[config.mk]
export PLATFORM = sky130hd
export DESIGN_NAME = brd_irq_bank
export DESIGN_NICKNAME = d
export VERILOG_FILES = /design/src/rtl/brd_irq_pkg.sv /design/src/rtl/brd_irq_sync.sv /design/src/rtl/brd_irq_pick.sv /design/src/rtl/brd_irq_core.sv /design/src/rtl/brd_reg_bank.sv /design/src/rtl/brd_irq_bank.sv
export SDC_FILE = /design/constraint.sdc
export NUM_CORES = 1
export LEC_CHECK = 0
export CORE_AREA = 3 3 181 183
export CTS_CLUSTER_DIAMETER = 100
export DETAILED_ROUTE_END_ITERATION = 10
export DIE_AREA = 0 0 184 186
export PLACE_DENSITY = 0.8
export SYNTH_ARGS = -nofsm -noshare
export SYNTH_HDL_FRONTEND = slang
export SYNTH_SLANG_ARGS = --single-unit
[constraint.sdc]
create_clock -name clk -period 5.5 [get_ports clk]
set_input_delay 1.375 -clock clk [delete_from_list [all_inputs] [get_ports clk]]
set_output_delay 1.375 -clock clk [all_outputs]
set_load 0.05 [all_outputs]
[src/rtl/brd_irq_pkg.sv]
package brd_irq_pkg;

  typedef enum logic [3:0] {
    SL_LED0   = 4'd0,
    SL_LED1   = 4'd1,
    SL_LEDCTL = 4'd2,
    SL_SWITCH = 4'd3,
    SL_CTL0   = 4'd4,
    SL_CTL1   = 4'd5,
    SL_CTL2   = 4'd6,
    SL_STAT   = 4'd7,
    SL_CARD0  = 4'd8,
    SL_CARD1  = 4'd9,
    SL_ENABLE = 4'd10,
    SL_LATCH  = 4'd11,
    SL_NONE   = 4'd15
  } slot_e;

  localparam int unsigned N_PLAIN = 10;

  // Map a window offset onto a register slot; anything else is unmapped.
  function automatic slot_e decode_off(input logic [31:0] off);
    case (off)
      32'h10:  decode_off = SL_LED0;
      32'h14:  decode_off = SL_LED1;
      32'h40:  decode_off = SL_LEDCTL;
      32'h60:  decode_off = SL_SWITCH;
      32'h80:  decode_off = SL_CTL0;
      32'h84:  decode_off = SL_CTL1;
      32'h88:  decode_off = SL_CTL2;
      32'h90:  decode_off = SL_STAT;
      32'hC0:  decode_off = SL_ENABLE;
      32'hD0:  decode_off = SL_LATCH;
      32'hE0:  decode_off = SL_CARD0;
      32'hE4:  decode_off = SL_CARD1;
      default: decode_off = SL_NONE;
    endcase
  endfunction

endpackage

[src/rtl/brd_irq_sync.sv]
module brd_irq_sync #(
  parameter int unsigned N      = 16,
  parameter int unsigned STAGES = 2
) (
  input  logic         clk,
  input  logic         rst_n,
  input  logic [N-1:0] din,
  output logic [N-1:0] lvl,
  output logic [N-1:0] chg
);
  logic [N-1:0] stg [STAGES];
  logic [N-1:0] prev_q;

  for (genvar s = 0; s < STAGES; s++) begin : g_stage
    always_ff @(posedge clk) begin
      if (!rst_n) stg[s] <= '0;
      else if (s == 0) stg[s] <= din;
      else stg[s] <= stg[(s == 0) ? 0 : s - 1];
    end
  end

  assign lvl = stg[STAGES-1];

  always_ff @(posedge clk) begin
    if (!rst_n) prev_q <= '0;
    else prev_q <= lvl;
  end

  assign chg = lvl ^ prev_q;
endmodule

[src/rtl/brd_irq_pick.sv]
module brd_irq_pick #(
  parameter int unsigned N = 16
) (
  input  logic [N-1:0] req,
  input  logic [N-1:0] lvl,
  output logic         valid,
  output logic [N-1:0] onehot,
  output logic         level
);
  // Isolate the lowest set request bit: lowest index has priority.
  assign onehot = req & (~req + N'(1));
  assign valid  = |req;
  assign level  = |(onehot & lvl);
endmodule

[src/rtl/brd_irq_core.sv]
module brd_irq_core #(
  parameter int unsigned    N     = 16,
  parameter int unsigned    DW    = 32,
  parameter logic [DW-1:0]  WMASK = 32'h000F_EEFF
) (
  input  logic          clk,
  input  logic          rst_n,
  input  logic          wr_mask,
  input  logic          wr_sc,
  input  logic [DW-1:0] wdata,
  input  logic [N-1:0]  chg,
  input  logic [N-1:0]  lvl,
  input  logic          evt_valid,
  input  logic [N-1:0]  evt_onehot,
  input  logic          evt_level,
  output logic [DW-1:0] mask_q,
  output logic [DW-1:0] sc_q,
  output logic          irq_out,
  output logic [N-1:0]  pin_lvl,
  output logic [N-1:0]  pin_upd
);
  logic [N-1:0] raw_q;
  logic [N-1:0] sc_lo;
  logic [N-1:0] flip_lvl;
  logic [N-1:0] raw_base;
  logic [N-1:0] raw_next;

  assign sc_lo    = sc_q[N-1:0];
  assign flip_lvl = raw_q ^ sc_lo;

  always_comb begin
    raw_base = wr_mask ? flip_lvl : raw_q;
    raw_next = (raw_base & ~chg) | (lvl & chg);
  end

  always_ff @(posedge clk) begin
    if (!rst_n) begin
      raw_q   <= '0;
      mask_q  <= '0;
      sc_q    <= '0;
      irq_out <= 1'b0;
      pin_lvl <= '0;
      pin_upd <= '0;
    end else begin
      raw_q   <= raw_next;
      pin_upd <= '0;
      if (wr_mask) begin
        mask_q  <= wdata & WMASK;
        pin_lvl <= (pin_lvl & ~sc_lo) | (flip_lvl & sc_lo);
        pin_upd <= sc_lo;
      end
      if (wr_sc) sc_q <= wdata & WMASK;
      // An input event outranks a set/clear write in the same cycle.
      if (evt_valid) begin
        sc_q    <= {{(DW-N){1'b0}}, evt_onehot};
        irq_out <= evt_level;
      end
    end
  end
endmodule

[src/rtl/brd_reg_bank.sv]
module brd_reg_bank #(
  parameter int unsigned NREG = 10,
  parameter int unsigned DW   = 32
) (
  input  logic            clk,
  input  logic            rst_n,
  input  logic [NREG-1:0] we,
  input  logic [DW-1:0]   wdata,
  output logic [DW-1:0]   q [NREG]
);
  for (genvar g = 0; g < NREG; g++) begin : g_reg
    always_ff @(posedge clk) begin
      if (!rst_n) q[g] <= '0;
      else if (we[g]) q[g] <= wdata;
    end
  end
endmodule

[src/rtl/brd_irq_bank.sv]
module brd_irq_bank #(
  parameter int unsigned   N_IRQ  = 16,
  parameter int unsigned   ADDR_W = 20,
  parameter int unsigned   DATA_W = 32,
  parameter int unsigned   SYNC_N = 2,
  parameter logic [31:0]   WMASK  = 32'h000F_EEFF
) (
  input  logic              clk,
  input  logic              rst_n,
  input  logic [N_IRQ-1:0]  irq_in,
  input  logic [ADDR_W-1:0] bus_addr,
  input  logic              bus_we,
  input  logic [DATA_W-1:0] bus_wdata,
  output logic [DATA_W-1:0] bus_rdata,
  output logic              irq_out,
  output logic [N_IRQ-1:0]  pin_lvl,
  output logic [N_IRQ-1:0]  pin_upd
);
  import brd_irq_pkg::*;

  localparam int unsigned NP = N_PLAIN;

  slot_e             slot;
  logic [NP-1:0]     plain_we;
  logic [DATA_W-1:0] bank_q [NP];
  logic              wr_mask;
  logic              wr_sc;
  logic [N_IRQ-1:0]  sync_lvl;
  logic [N_IRQ-1:0]  sync_chg;
  logic [N_IRQ-1:0]  evt_onehot;
  logic              evt_valid;
  logic              evt_level;
  logic [DATA_W-1:0] mask_q;
  logic [DATA_W-1:0] sc_q;

  assign slot    = decode_off({{(32-ADDR_W){1'b0}}, bus_addr});
  assign wr_mask = bus_we && (slot == SL_ENABLE);
  assign wr_sc   = bus_we && (slot == SL_LATCH);

  for (genvar i = 0; i < NP; i++) begin : g_we
    assign plain_we[i] = bus_we && (slot == slot_e'(i));
  end

  brd_reg_bank #(.NREG(NP), .DW(DATA_W)) u_bank (
    .clk   (clk),
    .rst_n (rst_n),
    .we    (plain_we),
    .wdata (bus_wdata),
    .q     (bank_q)
  );

  brd_irq_sync #(.N(N_IRQ), .STAGES(SYNC_N)) u_sync (
    .clk   (clk),
    .rst_n (rst_n),
    .din   (irq_in),
    .lvl   (sync_lvl),
    .chg   (sync_chg)
  );

  brd_irq_pick #(.N(N_IRQ)) u_pick (
    .req    (sync_chg & mask_q[N_IRQ-1:0]),
    .lvl    (sync_lvl),
    .valid  (evt_valid),
    .onehot (evt_onehot),
    .level  (evt_level)
  );

  brd_irq_core #(.N(N_IRQ), .DW(DATA_W), .WMASK(WMASK[DATA_W-1:0])) u_core (
    .clk        (clk),
    .rst_n      (rst_n),
    .wr_mask    (wr_mask),
    .wr_sc      (wr_sc),
    .wdata      (bus_wdata),
    .chg        (sync_chg),
    .lvl        (sync_lvl),
    .evt_valid  (evt_valid),
    .evt_onehot (evt_onehot),
    .evt_level  (evt_level),
    .mask_q     (mask_q),
    .sc_q       (sc_q),
    .irq_out    (irq_out),
    .pin_lvl    (pin_lvl),
    .pin_upd    (pin_upd)
  );

  always_comb begin
    bus_rdata = '0;
    case (slot)
      SL_ENABLE: bus_rdata = mask_q;
      SL_LATCH:  bus_rdata = sc_q;
      SL_NONE:   bus_rdata = '0;
      default: begin
        for (int i = 0; i < int'(NP); i++)
          if (slot == slot_e'(i)) bus_rdata = bank_q[i];
      end
    endcase
  end
endmodule

Word level (Yosys, flattened, before mapping)
Memory sizes are Yosys's and may differ from the RTL's.
Cells that the tools add are included.

cells by class
  add/subtract/negate cells = 1
  eq/ne operators = 24
  mux-type cells = 19
  bitwise operators = 17
  reduce and logical (&&, ||, !) cells = 18

operators with widths
  cell                                                               count
  32-bit two-way mux                                                 10
  20-bit by 8-bit == test with 1-bit output (second input constant)  8
  16-bit bitwise AND                                                 7
  32-bit one-hot mux with 3 select lines                             1
  16-bit two-way mux                                                 5
  16-bit NOT                                                         3
  4-bit one-hot mux with 12 select lines                             1
  20-bit by 5-bit == test with 1-bit output (second input constant)  2
  20-bit by 7-bit == test with 1-bit output (second input constant)  2
  16-bit bitwise OR                                                  2
  16-bit OR reduction                                                2
  16-bit XOR                                                         2
  4-bit == test (second input constant)                              5
  17-bit OR reduction                                                1
  16-bit by 1-bit adder with 16-bit output (second input constant)   1
  4-bit by 3-bit == test with 1-bit output (second input constant)   4
  1-bit logical AND                                                  12
  4-bit by 2-bit == test with 1-bit output (second input constant)   2
  4-bit by 1-bit == test with 1-bit output (second input constant)   1
  4-bit logical NOT                                                  1
  1-bit two-way mux                                                  2
  1-bit bitwise OR                                                   2
  2-bit AND reduction                                                1
  2-bit nonzero test                                                 1
  1-bit NOT                                                          1

storage, ports and cells
  flip-flop bits (word level) = 423
  bits in writable memories = 32
  output and inout bits = 65
  logic and storage cells = 98
  memories kept = 1

memory list
  name        words  width  rd ports  clocked after Yosys merged registers in  wr ports  RTL line            RTL
  u_sync.stg  2      16     2         0                                        2         brd_irq_sync.sv:11  logic [N-1:0] stg [STAGES];

Longest topological paths before layout
Gate-level depths: netlist of run 1.

  depth after elaboration = 14
  mapped depth = 11

By module
Synthesis of run 1 repeated with hierarchy kept, for this count alone.

second synthesis, totals
  cells, all modules = 2,110
  area, all modules = 21,354.2 sq um

modules (own cells, without submodules)
  module        instances  cells an instance  area each (sq um)  seq. area each (sq um)
  brd_reg_bank  1          1,067              12,334.3           6,406.1
  brd_irq_core  1          344                3,737.3            1,741.7
  brd_irq_bank  1          520                3,447.1            0.0
  brd_irq_sync  1          117                1,445.1            960.9
  brd_irq_pick  1          62                 390.4              0.0

Least setup slack after synthesis of run 1
OpenSTA, ideal clock, no wires.

  path type = in2out
  from = in bus_addr[17]
  to = out bus_rdata[11]
  data arrival time = 4,539 ps
  slack = -414 ps
  cell stages on the path = 6
  cell sequence = or4_4 -> or3_1 -> nor3_2 -> buf_2 -> a21oi_1 -> o41ai_1

between the ends
  word-level cells in the longest chain between the ends = 14
  elaborated cells on any way between the ends = 37
  classes of those cells = eq/ne (24); mux (12); reduce/logical (1)

RTL lines
  item                                                                     RTL line            RTL
  start: declaration                                                       brd_irq_bank.sv:11  input logic [ADDR_W-1:0] bus_addr,
  20-bit by 8-bit == test with 1-bit output, or another cell as far along  brd_irq_pkg.sv:23   case (off)
  4-bit one-hot mux with 12 select lines (*)                               brd_irq_pkg.sv:23
  4-bit logical NOT                                                        brd_irq_bank.sv:94  if (slot == slot_e'(i)) bus_rdata = bank_q[i];
  32-bit two-way mux (10 in series)                                        brd_irq_bank.sv:94
  32-bit one-hot mux with 3 select lines (*)                               brd_irq_bank.sv:88  case (slot)
  end: declaration                                                         brd_irq_bank.sv:14  output logic [DATA_W-1:0] bus_rdata,

Every way passes the cells marked *; elsewhere a longest branch is shown, timed or not.

Worst setup path after layout of run 1
  from = in bus_addr[18]
  to = out bus_rdata[11]

Same word-level chain as after synthesis.

==> run metrics, run 1 <==
Post-synth ARST share 0; Int Power approximately 5 mW; post-synthesis sequential area ratio 0.474; chip width between 150 and 200 um; fin crit share 1.00; CTS sink cnt between 400 and 500; synth warn 0; Boundary Pins about 140; most frequent cell after synthesis nand2_1; Primary FF master, synth dfxtp_1; via/cell ratio approximately 6.3; share of cells above drive strength 1 0.134; Sw Share 0.218; Hold/Removal Path Class register to register; Post-Syn Area 0.0186 mm^2; final setup margin -0.00503 ns; Max Slew Vio Count 0; Commonest cells post-synth nand2_1, dfxtp_1, a21oi_1; clock share of power 0.474; non-filler cells, final 2977; CTS root buf clkbuf_16; GP Congestion 0.916; power density over cell area between 200 and 300 mW/mm^2; Total Routing Usage GR 0.360; Netlist cell types 70; Final setup viols 1; row count between 60 and 70; DR vias about 19k; Worst path max stage delay 0.56 ns; P&R area growth vs syn 24.0%; sequential fraction of design power 0.489; first-pass GRT wire length around 100000 um; wirelength, routed 62900 um; Most common cell on crit path buf_4; die area roughly 0.034 mm^2; Hold Violations, Final 0; EDFF count, synth 0; violated checks setup timing; wire per inst roughly 21 um; clk_lat worst skew about 0.55 ns; Yosys reg bits between 400 and 500; pin count of the biggest net entering global routing about 180; crit path cell chain dlygate4sd2_1, or4_4, or3_4, buf_4, nor3_4, buf_4, buf_6, a21oi_1, o41ai_4, clkbuf_16; H-tree level count 2; Port Buf Inserts roughly 130; core area 0.0314 mm^2; vias in the first global route roughly 18k; clk slew on worst S/H paths 0.06 ns; Pre-antenna DRT Iters 8; Yosys top cell by area dfxtp_1; Pleak 8.26 nW; startpoint types primary input; Initial DRC Count 2157; status finished with violations; FMAX around 180 MHz; Max IR drop VDD 0.273 mV; Critical Path AT about 4.1 ns; Final Skew 0.0123 ns; CP Max Fanout 8; top cell type's share of synthesized area 0.474; critical path capture point type output pin; Remaining Overflow, GRT 0; nets around 2.6k; CTS tree yes; max-cap viol count 0; Psw 1.44 mW; CP max stage cell or4_4; Clock Path Buffers 3; total power 6.59 mW; Worst Path Class, Setup primary input to output pin; Slew headroom 0.315; RSZ-0062 raised after global routing yes; Placed Cells 2881; Comb power frac 0.037; CP required between 4 and 5 ns; DRC violations left 0; Die Ht about 190 um; initial antenna violation count 3; post-DP HPWL about 40000 um; Inserted Clock Buffers 45; Starting Density 0.593; CTS Hold Bufs 0; Mapped Cells 2394; Area contributors post-synth dfxtp_1, nand2_1, a21oi_1; DRT antenna net count 0; slew at the pin closest to its max-slew limit just over 1 ns; Worst Hold Slack about 0.43 ns; average size of a mapped cell approximately 7.8 um^2; min Tclk post-route around 5.5 ns
[final timing paths]
kind                    start          endpoint  slack (ns)  cells past startpoint
max              bus_addr[18]     bus_rdata[11]      -0.005                     10
min          u_sync.stg[0][1]  u_sync.stg[1][1]        0.43                      1
max reg2reg  u_sync.prev_q[3]   u_core.sc_q[14]        2.72                      7
min reg2reg  u_sync.stg[0][1]  u_sync.stg[1][1]        0.43                      1
[cell families after synthesis]
family / synth area share
AO/OA/AOI/OAI: 0.215
XOR/XNOR: 0.00470
buffers and inverters: 0.0488
flip-flops: 0.474
multiplexers: 0.0199
other: 0.000201
AND/OR/NAND/NOR: 0.237
[power groups by stage]
stage               Clock [mW]  Sequential, mW  Combinational [mW]
floorplan                    0            3.29               0.132
global placement             0            3.29               0.228
detailed placement           0            3.29               0.232
CTS                       3.14            3.22               0.236
global route              3.27            3.22               0.258
finish                    3.13            3.22               0.245
[metal layers]
metal,vias up,share of wire,track usage
met5,-,0.00037,0
met4,4,0.053,0.189
met3,274,0.11,0.0741
met2,1168,0.47,0.598
met1,8848,0.37,0.442
li1,8459,-,-
[flip-flops by register name, summed over array words and instances (netlist names), named ones only]
register / flops
u_core.mask_q: 18
u_core.sc_q: 18
u_bank.q: 320
u_sync.stg: 28
u_sync.prev_q: 14
u_core.pin_upd: 14
u_core.irq_out: 1
[what timing repair did]
| action | CTS | global route |
|---|---|---|
| buffers inserted | 12 | 3 |
| endpoints found under the setup margin | 30 | 27 |
| gates resized for setup | 32 | 23 |
| pin swaps | 10 | 12 |
[layout make-up]
type                            count  area (um^2)
Antenna cell                        1         2.50
Tap cell                          402          503
Timing Repair Buffer              299         2980
Inverter                           22         90.1
Multi-Input combinational cell   1732         9170
Fill cell                        2324         8300
Clock buffer                       72         1420
Clock inverter                      8          108
Sequential cell                   441         8830
[stage by stage]
| step | setup WS, ns | instance area [um^2] | utilization | TNS (ns) |
|---|---|---|---|---|
| 2_1_floorplan | 0.00162 | 18700 | - | 0 |
| 3_3_place_gp | -0.253 | 21300 | 0.677 | -1.90 |
| 3_5_place_dp | -0.263 | 21300 | 0.677 | -1.93 |
| 4_1_cts | -0.0544 | 23000 | 0.732 | -0.0544 |
| 5_1_grt | -0.0818 | 23100 | 0.736 | -0.591 |
| 6_report | -0.00503 | 23100 | 0.736 | -0.00503 |
[critical path, delay by kind of cell]
kind	cells	cell delay, ns
compound gates	2	0.57
simple gates	3	1.19
buf+inv	5	0.99
[cells in the final DEF, fill, tap and decap left out, drive strengths merged, types with 6 or more instances in the layout]
cell	instances
clkbuf	73
a221o	9
dlygate4sd2	9
o221ai	6
mux2i	19
a221oi	26
nand3	29
o22ai	27
and3	7
o21a	19
xor2	8
o211a	6
or3	17
nor2b	29
a222oi	16
nor4	12
o21ai	58
inv	22
nor2	49
nand4	9
mux2	16
and2	60
a31oi	8
nand2	763
nor3	18
dfxtp	441
clkdlybuf4s50	83
buf	202
a22oi	45
a21oi	407
Note: power is estimated with default switching activity, not from simulation.
==> run 2, diff against run 1 <==
--- a/config.mk
+++ b/config.mk
@@ -5,10 +5,10 @@
 export SDC_FILE = /design/constraint.sdc
 export NUM_CORES = 1
 export LEC_CHECK = 0
-export CORE_AREA = 3 3 181 183
+export CORE_AREA = 2 2 180 182
 export CTS_CLUSTER_DIAMETER = 100
 export DETAILED_ROUTE_END_ITERATION = 10
-export DIE_AREA = 0 0 184 186
+export DIE_AREA = 0 0 182 184
 export PLACE_DENSITY = 0.8
 export SYNTH_ARGS = -nofsm -noshare
 export SYNTH_HDL_FRONTEND = slang
==> run 2 against run 1 <==
Against the previous run: the run still ends with setup timing left; clock skew fell by 0.0017 ns; sequential power is essentially flat; register-to-register slack better by 0.12 ns; clock power decreased by 1%; hold slack better by 0.00087 ns; sequential share of layout area down 0.099 points; count of clock-buffer cells in the layout decreased by 5; via count increased by 0.23%; routed wire length fell by 0.40%; cell area increased by 0.26%; combinational power hardly changed; fmax fell by 0.23%; critical endpoint is now bus_rdata[2]; largest cell class unchanged.
==> run metrics, run 2 (synthesized netlist as in run 1, its figures left out) <==
Remaining Overflow, GRT 0 (unchanged); DR vias 18.8k (+0.23%); FMAX 181 MHz (-0.23%); critical path capture point type output pin; post-DP HPWL 39400 um (-2.4%); most flop-heavy register u_bank.q; final core utilization 0.738 (+0.00191); most common cell after layout, fill and taps aside nand2_1; share of cells above drive strength 1 0.139 (+0.00456); power density over cell area 283 mW/mm^2 (-0.78%); DRC violations left 0 (unchanged); final setup margin -0.0179 ns (-0.0129 ns); violated checks setup timing; CP Max Fanout 4 (-4); max-cap viol count 0 (unchanged); Die Ht 184 um (-1.1%); CP required 4.12 ns (about the same); Clock Path Buffers 3 (unchanged); clk_lat worst skew 0.57 ns (+0.02 ns); Inserted Clock Buffers 45 (unchanged); Hold/Removal Path Class register to register; row count 65 (unchanged); fin crit share 1.00 (+0.00234); core area 0.0314 mm^2 (unchanged); max reg flops 320 (unchanged); setup TNS -0.0179 ns (-0.0129 ns); CTS tree yes; wirelength, routed 62600 um (-0.40%); pin count of the biggest net entering global routing 162 (-10%); Hold Violations, Final 0 (unchanged); CP max stage cell or4_4; Critical Path AT 4.14 ns (about the same); ant diodes 0 (-1); die area 0.0335 mm^2 (-2.2%); Pleak 8.35 nW (+1.1%); Worst Path Class, Setup primary input to output pin; min Tclk post-route 5.52 ns (+0.0129 ns); Sw Share 0.226 (+0.00719); RSZ-0062 raised after global routing yes; nets 2617 (+0.19%); vias in the first global route 18.4k (+0.56%); Final Skew 0.0105 ns (-0.00173 ns); P&R area growth vs syn 24.3%; DRT antenna net count 0 (unchanged); Worst path max stage delay 0.59 ns (+0.03 ns); via/cell ratio 6.30 (about the same); Worst Reg-to-Reg Cells 7 (unchanged); Max IR drop VDD 0.262 mV (-3.8%); Port Buf Inserts 129 (unchanged); Initial DRC Count 2402 (+11%); status finished with violations; initial antenna violation count 0 (-3); Most common cell on crit path buf_4; startpoint types primary input; CTS sink cnt 441 (unchanged); Boundary Pins 136 (unchanged); Int Power 5.08 mW (-1.4%); Psw 1.48 mW (+2.8%); Pre-antenna DRT Iters 7 (-1); Comb power frac 0.037 (about the same); H-tree level count 2 (unchanged); clock share of power 0.472 (-0.002); slew at the pin closest to its max-slew limit 1.03 ns (+0.00222 ns); most frequent cells in the layout nand2_1, dfxtp_1, a21oi_1; first-pass GRT wire length 97200 um (-0.76%); CTS Hold Bufs 0 (unchanged); Starting Density 0.593 (unchanged); wire per inst 21.0 um (-0.67%); sequential fraction of design power 0.491 (+0.002); Slew headroom 0.312 (-0.00314); Total Routing Usage GR 0.365 (+0.00505); hold path cells 1 (unchanged); CTS root buf clkbuf_16; crit path cell chain dlygate4sd2_1, or4_4, buf_6, nor4_4, buf_4, and3_4, a22oi_1, a31oi_1, a211oi_2, o31ai_2, buf_4, buf_12; GP Congestion 0.937 (+2.3%); chip width 182 um (-1.1%); Final setup viols 1 (unchanged); clk slew on worst S/H paths 0.06 ns (about the same); Max Slew Vio Count 0 (unchanged); Top Registers u_bank.q (320), u_sync.stg (28)
[run 2: cell type report]
type	count	area, um^2
Inverter	22	90.1
Clock inverter	17	170
Timing Repair Buffer	304	3050
Sequential cell	441	8830
Multi-Input combinational cell	1732	9190
Fill cell	2233	8240
Tap cell	402	503
Clock buffer	67	1330
[run 2: metal layers]
metal	vias up	routed length, um	global-route usage
met5	-	0	0
met4	0	3710	0.207
met3	309	6750	0.0788
met2	1223	29200	0.610
met1	8794	22900	0.436
li1	8470	-	-
[run 2: path summary, 6_finish.rpt]
kind / from / to / slack (ns)
max reg2reg: u_sync.stg[1][3] / u_core.sc_q[4] / 2.84
max: bus_addr[12] / bus_rdata[2] / -0.02
min reg2reg: u_sync.stg[0][1] / u_sync.stg[1][1] / 0.43
min: u_sync.stg[0][1] / u_sync.stg[1][1] / 0.43
[run 2: timing repair]
action,CTS,global route
setup endpoints to repair,31,20
gates resized for setup,31,34
endpoints found under the hold margin,0,0
buffers inserted,10,17
pin swaps,18,28
[run 2: worst max-delay path: cells and delay by family]
family,cells,cell delay [ns]
AOI/OAI and AO/OA,4,0.77
buffers and inverters,5,0.90
and+or+nand+nor,3,1.11
[run 2: power groups by stage]
stage / logic [mW] / clock network, mW / registers [mW]
6_report: 0.244 / 3.09 / 3.22
5_1_grt: 0.257 / 3.22 / 3.22
4_1_cts: 0.235 / 3.09 / 3.22
3_5_place_dp: 0.232 / 0 / 3.29
3_3_place_gp: 0.227 / 0 / 3.29
2_1_floorplan: 0.132 / 0 / 3.29
[run 2: stage by stage]
stage / area, um^2 / setup slack, ns / power (mW) / std cells / hold slack (ns)
final: 23200 / -0.0179 / 6.56 / 2985 / 0.432
after global routing: 23200 / -0.0749 / 6.70 / 2985 / 0.447
after CTS: 22900 / 0.00175 / 6.55 / 2968 / 0.434
after detailed placement: 21200 / -0.380 / 3.52 / 2874 / 0.420
after global placement: 21200 / -0.310 / 3.52 / 2874 / 0.413
after floorplan: 18700 / 0.00162 / 3.42 / 2397 / 0.412
